[src/rtl/hb_pkg.sv]
// Shared types and constants for the host bus bridge.
// Assumes the control bundle layout below is used by every submodule.
package hb_pkg;

    typedef enum logic [1:0] {
        MODE_SPLIT   = 2'd0,
        MODE_DIRSTB  = 2'd1,
        MODE_CLOCKED = 2'd2,
        MODE_OFF     = 2'd3
    } bus_mode_t;

    // Bit positions inside the synchronized control bundle
    localparam int CB_BCLK = 4;
    localparam int CB_CS   = 3;
    localparam int CB_WR   = 2;
    localparam int CB_RD   = 1;
    localparam int CB_DBEN = 0;
    localparam int CTRL_W  = 5;
    // Quiet bus: clock low, all active-low pins high
    localparam logic [CTRL_W-1:0] CTRL_QUIET = 5'b01111;

    typedef struct packed {
        logic cs_idle;  // synchronized chip select is high
        logic rd_now;   // async read starts this cycle
        logic wr_now;   // async write commits this cycle
        logic arm_rd;   // clocked read armed
        logic arm_wr;   // clocked write armed
        logic go_rd;    // clocked read completion edge
        logic go_wr;    // clocked write completion edge
        logic release_; // async read strobe released
    } bus_ev_t;

    typedef enum logic [2:0] {
        ST_IDLE, ST_ARM_RD, ST_ARM_WR, ST_RD_FETCH,
        ST_RD_LOAD, ST_RD_HOLD, ST_RD_ACK, ST_WR_ACK
    } hb_state_t;

endpackage

[src/rtl/hb_sync.sv]
// Multi-stage synchronizer for a bundle of bits.
// Assumes bits that must be read together stay stable for several clocks.
module hb_sync #(
    parameter int              W      = 1,
    parameter int              STAGES = 2,
    parameter logic [W-1:0]    RST    = '0
) (
    input  logic         clk,
    input  logic         rst_n,
    input  logic [W-1:0] d,
    output logic [W-1:0] q
);

    logic [W-1:0] stg [STAGES];

    for (genvar g = 0; g < STAGES; g++) begin : g_stage
        if (g == 0) begin : g_first
            // first stage samples the raw bus
            always_ff @(posedge clk) begin
                if (!rst_n) stg[g] <= RST;
                else        stg[g] <= d;
            end
        end else begin : g_next
            // later stages settle the previous stage
            always_ff @(posedge clk) begin
                if (!rst_n) stg[g] <= RST;
                else        stg[g] <= stg[g-1];
            end
        end
    end

    assign q = stg[STAGES-1];

endmodule

[src/rtl/hb_decode.sv]
// Turns synchronized bus control levels into access events per convention.
// Assumes mode is static while chip select is active.
module hb_decode
    import hb_pkg::*;
(
    input  logic              clk,
    input  logic              rst_n,
    input  logic [1:0]        mode,
    input  logic [CTRL_W-1:0] now,
    output bus_ev_t           ev
);

    logic [CTRL_W-1:0] prev;
    logic              cs_act;
    logic              stb_fall;
    logic              bclk_rise;

    // keep last cycle's levels for edge detection
    always_ff @(posedge clk) begin
        if (!rst_n) prev <= CTRL_QUIET;
        else        prev <= now;
    end

    // derive events for the selected convention
    always_comb begin
        cs_act    = ~now[CB_CS];
        stb_fall  = prev[CB_RD] & ~now[CB_RD];
        bclk_rise = ~prev[CB_BCLK] & now[CB_BCLK];
        ev        = '0;
        ev.cs_idle = now[CB_CS];
        case (bus_mode_t'(mode))
            MODE_SPLIT: begin
                ev.rd_now   = cs_act & stb_fall;
                ev.wr_now   = cs_act & ~prev[CB_WR] & now[CB_WR];
                ev.release_ = now[CB_RD];
            end
            MODE_DIRSTB: begin
                ev.rd_now   = cs_act & stb_fall & now[CB_WR];
                ev.wr_now   = cs_act & stb_fall & ~now[CB_WR];
                ev.release_ = now[CB_RD];
            end
            MODE_CLOCKED: begin
                ev.arm_rd = cs_act & bclk_rise & ~now[CB_WR];
                ev.arm_wr = cs_act & bclk_rise &  now[CB_WR];
                ev.go_rd  = cs_act & bclk_rise & ~now[CB_DBEN];
                ev.go_wr  = cs_act & bclk_rise & ~now[CB_RD];
            end
            default: ev.cs_idle = now[CB_CS];
        endcase
    end

endmodule

[src/rtl/hb_ctrl.sv]
// Access sequencer: issues register requests, owns the data bus and ready.
// Assumes register read data is valid one clock after the read request.
module hb_ctrl
    import hb_pkg::*;
#(
    parameter int AW = 15,
    parameter int DW = 8
) (
    input  logic          clk,
    input  logic          rst_n,
    input  bus_ev_t       ev,
    input  logic [AW-1:0] a_now,
    input  logic [DW-1:0] d_now,
    input  logic [DW-1:0] reg_rdata,
    output logic [AW-1:0] reg_addr,
    output logic [DW-1:0] reg_wdata,
    output logic          reg_wr,
    output logic          reg_rd,
    output logic [DW-1:0] dout,
    output logic          doe,
    output logic          rdy
);

    hb_state_t     state;
    logic          ack_state;

    assign ack_state = (state == ST_IDLE) || (state == ST_RD_ACK) || (state == ST_WR_ACK);

    // sequence each access and hold its address, data and requests
    always_ff @(posedge clk) begin
        if (!rst_n) begin
            state     <= ST_IDLE;
            reg_addr  <= '0;
            reg_wdata <= '0;
            reg_wr    <= 1'b0;
            reg_rd    <= 1'b0;
            dout      <= '0;
        end else begin
            reg_wr <= 1'b0;
            reg_rd <= 1'b0;
            if (ev.cs_idle) begin
                state <= ST_IDLE;
            end else if (ack_state && ev.rd_now) begin
                reg_addr <= a_now;
                reg_rd   <= 1'b1;
                state    <= ST_RD_FETCH;
            end else if (ack_state && ev.wr_now) begin
                reg_addr  <= a_now;
                reg_wdata <= d_now;
                reg_wr    <= 1'b1;
                state     <= ST_WR_ACK;
            end else begin
                case (state)
                    ST_IDLE: begin
                        if (ev.arm_rd) begin
                            reg_addr <= a_now;
                            state    <= ST_ARM_RD;
                        end else if (ev.arm_wr) begin
                            reg_addr <= a_now;
                            state    <= ST_ARM_WR;
                        end
                    end
                    ST_ARM_RD: begin
                        if (ev.go_rd) begin
                            reg_rd <= 1'b1;
                            state  <= ST_RD_FETCH;
                        end
                    end
                    ST_ARM_WR: begin
                        if (ev.go_wr) begin
                            reg_wdata <= d_now;
                            reg_wr    <= 1'b1;
                            state     <= ST_WR_ACK;
                        end
                    end
                    ST_RD_FETCH: state <= ST_RD_LOAD;
                    ST_RD_LOAD: begin
                        dout  <= reg_rdata;
                        state <= ST_RD_HOLD;
                    end
                    ST_RD_HOLD: state <= ev.release_ ? ST_IDLE : ST_RD_ACK;
                    ST_RD_ACK:  if (ev.release_) state <= ST_IDLE;
                    default:    state <= state;
                endcase
            end
        end
    end

    // write acknowledge waits one clock behind the request pulse
    logic wr_ack_q;
    always_ff @(posedge clk) begin
        if (!rst_n || ev.cs_idle) wr_ack_q <= 1'b0;
        else if (reg_wr)          wr_ack_q <= 1'b1;
        else if (state != ST_WR_ACK) wr_ack_q <= 1'b0;
    end

    // drive bus enable in the read data phase, ready in acknowledge
    always_comb begin
        doe = (state == ST_RD_HOLD) || (state == ST_RD_ACK);
        rdy = (state == ST_RD_ACK) || ((state == ST_WR_ACK) && wr_ack_q);
    end

endmodule

[src/rtl/host_bus_bridge.sv]
// Top of the host bus bridge: synchronizes the bus, decodes events,
// sequences register accesses. Assumes mode changes only while deselected.
module host_bus_bridge
    import hb_pkg::*;
#(
    parameter int AW          = 15,
    parameter int DW          = 8,
    parameter int SYNC_STAGES = 2
) (
    input  logic          clk,
    input  logic          rst_n,
    input  logic [1:0]    mode,
    input  logic          bus_clk,
    input  logic          cs_n,
    input  logic          wr_n,
    input  logic          rd_n,
    input  logic          dben_n,
    input  logic [AW-1:0] addr,
    input  logic [DW-1:0] din,
    output logic [DW-1:0] dout,
    output logic          doe,
    output logic          rdy,
    output logic          reg_wr,
    output logic          reg_rd,
    output logic [AW-1:0] reg_addr,
    output logic [DW-1:0] reg_wdata,
    input  logic [DW-1:0] reg_rdata
);

    localparam int BW = AW + DW;

    logic [CTRL_W-1:0] ctrl_s;
    logic [BW-1:0]     bus_s;
    bus_ev_t           bus_ev;
    logic              cs_idle_s;

    hb_sync #(.W(CTRL_W), .STAGES(SYNC_STAGES), .RST(CTRL_QUIET)) u_ctrl_sync (
        .clk   (clk),
        .rst_n (rst_n),
        .d     ({bus_clk, cs_n, wr_n, rd_n, dben_n}),
        .q     (ctrl_s)
    );

    hb_sync #(.W(BW), .STAGES(SYNC_STAGES), .RST('0)) u_bus_sync (
        .clk   (clk),
        .rst_n (rst_n),
        .d     ({addr, din}),
        .q     (bus_s)
    );

    hb_decode u_decode (
        .clk   (clk),
        .rst_n (rst_n),
        .mode  (mode),
        .now   (ctrl_s),
        .ev    (bus_ev)
    );

    assign cs_idle_s = bus_ev.cs_idle;

    hb_ctrl #(.AW(AW), .DW(DW)) u_ctrl (
        .clk       (clk),
        .rst_n     (rst_n),
        .ev        (bus_ev),
        .a_now     (bus_s[BW-1:DW]),
        .d_now     (bus_s[DW-1:0]),
        .reg_rdata (reg_rdata),
        .reg_addr  (reg_addr),
        .reg_wdata (reg_wdata),
        .reg_wr    (reg_wr),
        .reg_rd    (reg_rd),
        .dout      (dout),
        .doe       (doe),
        .rdy       (rdy)
    );

endmodule

[config.mk]
export PLATFORM = sky130hd
export DESIGN_NAME = host_bus_bridge
export DESIGN_NICKNAME = d
export VERILOG_FILES = /design/src/rtl/hb_pkg.sv /design/src/rtl/hb_sync.sv /design/src/rtl/hb_decode.sv /design/src/rtl/hb_ctrl.sv /design/src/rtl/host_bus_bridge.sv
export SDC_FILE = /design/constraint.sdc
export NUM_CORES = 1
export LEC_CHECK = 0
export ABC_AREA = 1
export BUFFER_PORTS_ARGS = -buffer_cell sky130_fd_sc_hd__buf_2
export CAP_MARGIN = 10
export CORE_MARGIN = 1.5
export CORE_UTILIZATION = 53
export DETAILED_ROUTE_END_ITERATION = 7
export PLACE_DENSITY_LB_ADDON = 0.12
export SLEW_MARGIN = 20
export SYNTH_ARGS = -nofsm -noshare
export SYNTH_HDL_FRONTEND = slang
export SYNTH_HIERARCHICAL = 1
export SYNTH_SLANG_ARGS = --single-unit
[constraint.sdc]
create_clock -name clk -period 1.94 [get_ports clk]
set_clock_uncertainty 0.1 [all_clocks]
set_input_delay 0.194 -clock clk [delete_from_list [all_inputs] [get_ports clk]]
set_output_delay 0.194 -clock clk [all_outputs]
set_load 0.03 [all_outputs]
* After elaboration in Yosys (flattened, before gate mapping) *
Memory sizes are Yosys's and may differ from the RTL's.
Index checks and enable logic that the tools add are counted.

operators by class
  reductions and logical operators = 26
  shifts and indexed selects = 0
  $mul = 0
  divide/modulo/power cells = 0
  multiplexer cells = 35
  $lt $le $gt $ge = 0
  bitwise operators = 25
  equal/unequal tests = 18
  add/sub/neg operators = 0

operator list
  operator                                                               number
  15-bit two-way mux                                                     5
  23-bit two-way mux                                                     2
  8-bit two-way mux                                                      3
  3-bit two-way mux                                                      7
  3-bit one-hot mux with 7 select lines                                  1
  1-bit AND                                                              12
  3-bit equality test, second input constant                             4
  1-bit two-way mux                                                      12
  5-bit two-way mux                                                      2
  5-bit AND reduction                                                    2
  3-bit by 2-bit != test with 1-bit output, second input constant        3
  1-bit NOT                                                              9
  9-bit nonzero test                                                     1
  4-bit by 2-bit != test with 1-bit output, second input constant        2
  4-bit AND reduction                                                    2
  8-bit nonzero test                                                     1
  3-bit by 2-bit equality test with 1-bit output, second input constant  2
  2-bit nonzero test                                                     3
  1-bit logical OR                                                       5
  5-bit != test, second input constant                                   1
  4-bit two-way mux                                                      1
  4-bit by 3-bit != test with 1-bit output, second input constant        1
  4-bit != test, second input constant                                   1
  1-bit bitwise OR                                                       4
  15 further kinds                                                       18

word-level totals
  register bits = 42
  memory bits (writable) = 56
  output and inout port bits = 35
  word-level logic and storage cells = 115
  bits in latches = 0
  ROM bits = 0
  memories kept = 2

memory list
  name             depth  bits a word  rd ports  clocked after Yosys merged registers in  wr ports  line           RTL
  u_bus_sync.stg   2      23           2         0                                        2         hb_sync.sv:14  logic [W-1:0] stg [STAGES];
  u_ctrl_sync.stg  2      5            2         0                                        2         hb_sync.sv:14

* Logic depth before layout (Yosys ltp) *
  depth after elaboration = 10
  depth in mapped cells = 12

* By module *
The synthesis kept the hierarchy.

modules (own cells, without submodules)
  module                  cells each  instances  area each (um^2)
  hb_ctrl                 218         1          1635.3
  hb_sync at u_bus_sync   143         1          1318.8
  hb_sync at u_ctrl_sync  31          1          291.5
  hb_decode               29          1          210.2

* Worst setup path after synthesis *
No wires, ideal clock.

  path kind = register -> register
  start point = mem u_ctrl_sync/stg[1][3] (netlist name)
  end point = reg u_ctrl.reg_addr[11]
  setup slack = 287 ps
  required time = 1709 ps
  data arrival time = 1423 ps
  period minus slack after synthesis = 1653 ps
  buffers on the path = 1
  cell stages (with the launch flop) = 10
  cell sequence = dfxtp_1 nor2_1 nand2_1 nor3_1 o21ai_4 o21ai_4 nand2_4 buf_6 nand2_1 a21oi_2

RTL lines
  what                  line           RTL
  start, declared       hb_sync.sv:14
  end signal, assigned  hb_ctrl.sv:44  reg_addr <= a_now;
  end signal, assigned  hb_ctrl.sv:48  reg_addr <= a_now;
  end signal, assigned  hb_ctrl.sv:56  reg_addr <= a_now;
  end, declared         hb_ctrl.sv:15  output logic [AW-1:0] reg_addr,

* Worst setup path in the final report *
  start point = reg u_ctrl.state[2]
  end point = out doe

between the ends
  longest elaborated chain between the ends = 2

RTL lines
  what                    line                   RTL
  start, declared         hb_ctrl.sv:24          hb_state_t state;
  start signal, assigned  hb_ctrl.sv:81          ST_RD_HOLD: state <= ev.release_ ? ST_IDLE : ST_RD_ACK;
  start signal, assigned  hb_ctrl.sv:83          default: state <= state;
  3-bit equality test     hb_ctrl.sv:99          doe = (state == ST_RD_HOLD) || (state == ST_RD_ACK);
  1-bit logical OR *      hb_ctrl.sv:99
  end, declared           host_bus_bridge.sv:21  output logic doe,

Every way passes the cells marked *; elsewhere a longest branch is shown, timed or not.

==> run_results.csv <==
group,metric,value,unit
placed_design,portBuffers,74,
cells_and_area,drive_gt1_share,22.9,%
worst_hold_path,hp-start,"reg_rdata[2]",
detailed_routing,wl_per_cell,11.2,um
sta,max_freq,548,MHz
sta,finalSetupViolCount,0,
detailed_routing,vias,2809,
sta,holdWs,0.0118,ns
grt,grt_max_degree,52,
power,p_comb_share,5.5,%
critical_path,worstSetupPathType,"reg -> out",
yosys,synth_fp_nets,461,
detailed_routing,drt_iter0_markers,108,
critical_path,path_delay_family,"flip-flops",
clocking,clk_latency,0.36,ns
placed_design,place.gp.congestion,0.901,
cells_and_area,diodes,0,
cells_and_area,syn_to_final_growth,24.8,%
floorplanning,dieArea,0.00701,mm2
clocking,cts_num_sinks,96,
critical_path,endpoint_kind,"primary output",
grt,grt_use_total,20.9,%
yosys,synth_warnings,6,
grt,first_global_vias,2625,
grt,grt_pass1_wl,11600,um
floorplanning,start_util,54.7,%
sta,final_max_slew_viol_count,0,
critical_path,cp_slowest_cell,"dfxtp_1",
status,status,"finished, final reports clean",
sta,hold_viol,0,
floorplanning,die_y,83.8,um
yosys,syn_inst,421,
yosys,synth.avg_cell_area,8.21,um2
placed_design,hpwl,4560,um
sta,fin_crit,1.83,ns
cells_and_area,fin_cells,606,
sta,maxSlewHeadroom,68.7,%
power,switchingPower,0.000837,W
grt,grt-ovfl-total,0,
clocking,clk_path_buf_depth,2,
yosys,synth_seq_cells,96,
critical_path,critPathMaxFanout,8,
power,power.density,799,mW/mm2
critical_path,critical_path_cell_count,3,
sta,finalCritPeriodShare,94.1,%
yosys,yosysSeqAreaShare,55.6,%
critical_path,crit_path_start,"u_ctrl/state[2]$_SDFFE_PP0P_",
critical_path,timing.rr.end,"u_ctrl/reg_addr[13]$_SDFFE_PN0P_",
sta,worst_slew_pin_slew,0.470,ns
critical_path,r2r-start,"u_ctrl_sync/stg[1][3]$_SDFF_PN1_",
worst_hold_path,hold_depth,3,
sta,setup_tns,0,ns
yosys,synth_cell_type_count,27,
power,seqPwrFrac,59.3,%
detailed_routing,avgViaCountPerCell,4.64,
clocking,cts-root-buf,"clkbuf_8",
worst_hold_path,worstHoldPathType,"in -> reg",
clocking,htree_num_levels,3,
clocking,cts_buffers,9,
detailed_routing,drtPass1Iterations,4,
critical_path,crit_buf_inv,1,
critical_path,rr_worst_depth,7,
critical_path,cp_data_required_time,1.65,ns
critical_path,rrSetupSlack,0.15,ns
floorplanning,row_count,29,
placed_design,dp.cells,562,
detailed_routing,routed_wl,6780,um
worst_hold_path,hold_end,"u_ctrl/dout[2]$_SDFFE_PN0P_",
power,swShare,24.3,%
job,cap_violations,0,
floorplanning,die_w,83.8,um
cells_and_area,num-nets-final,564,
power,power.leakage,2.28,nW
critical_path,slowest_delay,0.52,ns
yosys,syn_area,0.00346,mm2
clocking,cts_tree,"yes",
detailed_routing,remaining_drc_errors,0,
power,ir_drop,533,uV
detailed_routing,ant_nets,0,
floorplanning,io_pins,75,
sta,rsz0062_at_grt,"false",
critical_path,crit_chain,"nand2_1 -> o21ai_0 -> buf_2",
floorplanning,core,0.00631,mm2
grt,antenna_found_initial,0,
power,p_int,0.00261,W
critical_path,worstPathArrival,1.53,ns
critical_path,start_kind,"register",
clocking,clk_pin_slew,0.10,ns
power,clockPowerShare,35.2,%
==> power groups by stage <==
stage / sequential (W) / clock (W) / combinational (W)
floorplan: 0.00208 / 0 / 0.0000962
global placement: 0.00209 / 0 / 0.000143
detailed placement: 0.00209 / 0 / 0.000146
CTS: 0.00204 / 0.00125 / 0.000189
finish: 0.00204 / 0.00121 / 0.000191
global route: 0.00205 / 0.00133 / 0.000217
==> layer usage <==
layer	up-vias	track usage, %	wire length, um
li1	1474	-	-
met1	1236	26.4	3090
met2	84	33.1	3140
met3	15	5.84	375
met4	0	9.54	172
met5	-	0	0
==> area by class of cell <==
class / count / area [um2]
fill: 538 / 2000
sequential: 96 / 1920
multi-input combinational: 227 / 1100
timing repair buffer: 106 / 693
inverter: 84 / 315
clock buffer: 9 / 124
tap: 77 / 96.3
clock inverter: 7 / 65.1
==> how the worst max path moves through the flow <==
stage                                       end
2_1_floorplan  u_ctrl/reg_addr[11]$_SDFFE_PN0P_
3_3_place_gp   u_ctrl/reg_wdata[3]$_SDFFE_PN0P_
3_5_place_dp    u_ctrl/reg_addr[3]$_SDFFE_PN0P_
4_1_cts                                     doe
5_1_grt         u_ctrl/reg_addr[6]$_SDFFE_PN0P_
6_report                                    doe
==> cell usage in the layout (no fill, tap or decap) <==
cell type | synthesis | final
inv_1 | 78 | 78
o21ai_0 | 12 | 12
buf_2 | 1 | 74
inv_6 | 0 | 1
clkbuf_8 | 1 | 9
dfxtp_1 | 96 | 96
buf_12 | 0 | 1
a21boi_0 | 1 | 1
nor2_1 | 25 | 24
clkinv_1 | 1 | 1
nor2_2 | 1 | 2
clkinv_2 | 0 | 1
a21oi_2 | 1 | 1
dlygate4sd3_1 | 0 | 28
nand4_1 | 2 | 2
nor3_1 | 2 | 2
clkinv_8 | 0 | 1
nand2_2 | 4 | 5
o21ai_4 | 2 | 2
nor3_2 | 4 | 4
buf_4 | 3 | 3
nand2_1 | 100 | 99
o21ai_2 | 1 | 1
nor2_4 | 1 | 1
inv_2 | 5 | 5
a21oi_1 | 32 | 32
nand2_4 | 4 | 4
nand3_2 | 0 | 1
nand3b_4 | 1 | 1
clkinv_4 | 0 | 4
nand3_1 | 34 | 33
==> cell families (layout without fill, tap and decap cells) <==
logic type,Yosys count,in the layout,synth area share (%)
AND/OR/NAND/NOR,178,178,23.4
buffers and inverters,98,206,12.9
AO/OA/AOI/OAI,49,49,8.04
flip-flops,96,96,55.6
==> worst reg2reg max path, delay by kind of cell, from the launching register on <==
family | cells | cell delay, ns
flops | 1 | 0.39
compound gates | 2 | 0.41
simple gates | 5 | 0.78
==> cells in the mapped netlist, drive strengths merged <==
library cell | instances | area [um2]
nand2 | 108 | 445
dfxtp | 96 | 1920
inv | 83 | 312
nand3 | 34 | 170
a21oi | 33 | 169
nor2 | 27 | 111
o21ai | 15 | 101
buf | 11 | 110
nor3 | 6 | 50.1
clkbuf | 3 | 21.3
nand4 | 2 | 12.5
a21boi | 1 | 7.51
clkinv | 1 | 3.75
nand3b | 1 | 20.0
==> timing repair <==
| item | 4_1_cts | 5_1_grt |
|---|---|---|
| hold buffers | 28 | 0 |
| endpoints found under the hold margin | 28 | 0 |
| gates resized for setup | 0 | 3 |
| setup endpoints to repair | 0 | 3 |
| buffers inserted | 0 | 0 |
==> stage by stage <==
step           cell area [um2]  util, %  power [W]  worst slack, ns
5_1_grt                   4310     68.3    0.00359          0.00690
3_5_place_dp              3830     60.7    0.00224            0.150
6_report                  4310     68.3    0.00345            0.114
2_1_floorplan             3460        -    0.00218            0.287
3_3_place_gp              3830     60.7    0.00223            0.174
4_1_cts                   4300     68.2    0.00348           0.0596
==> registers in the layout, summed over array words and instances (netlist names), 3 cells and up <==
register and count:
u_bus_sync/stg 46, u_ctrl/dout 8, u_ctrl/reg_addr 15, u_ctrl/reg_wdata 8, u_ctrl/state 3, u_ctrl_sync/stg 10, u_decode/prev 3
Note: power is estimated with default switching activity, not from simulation.
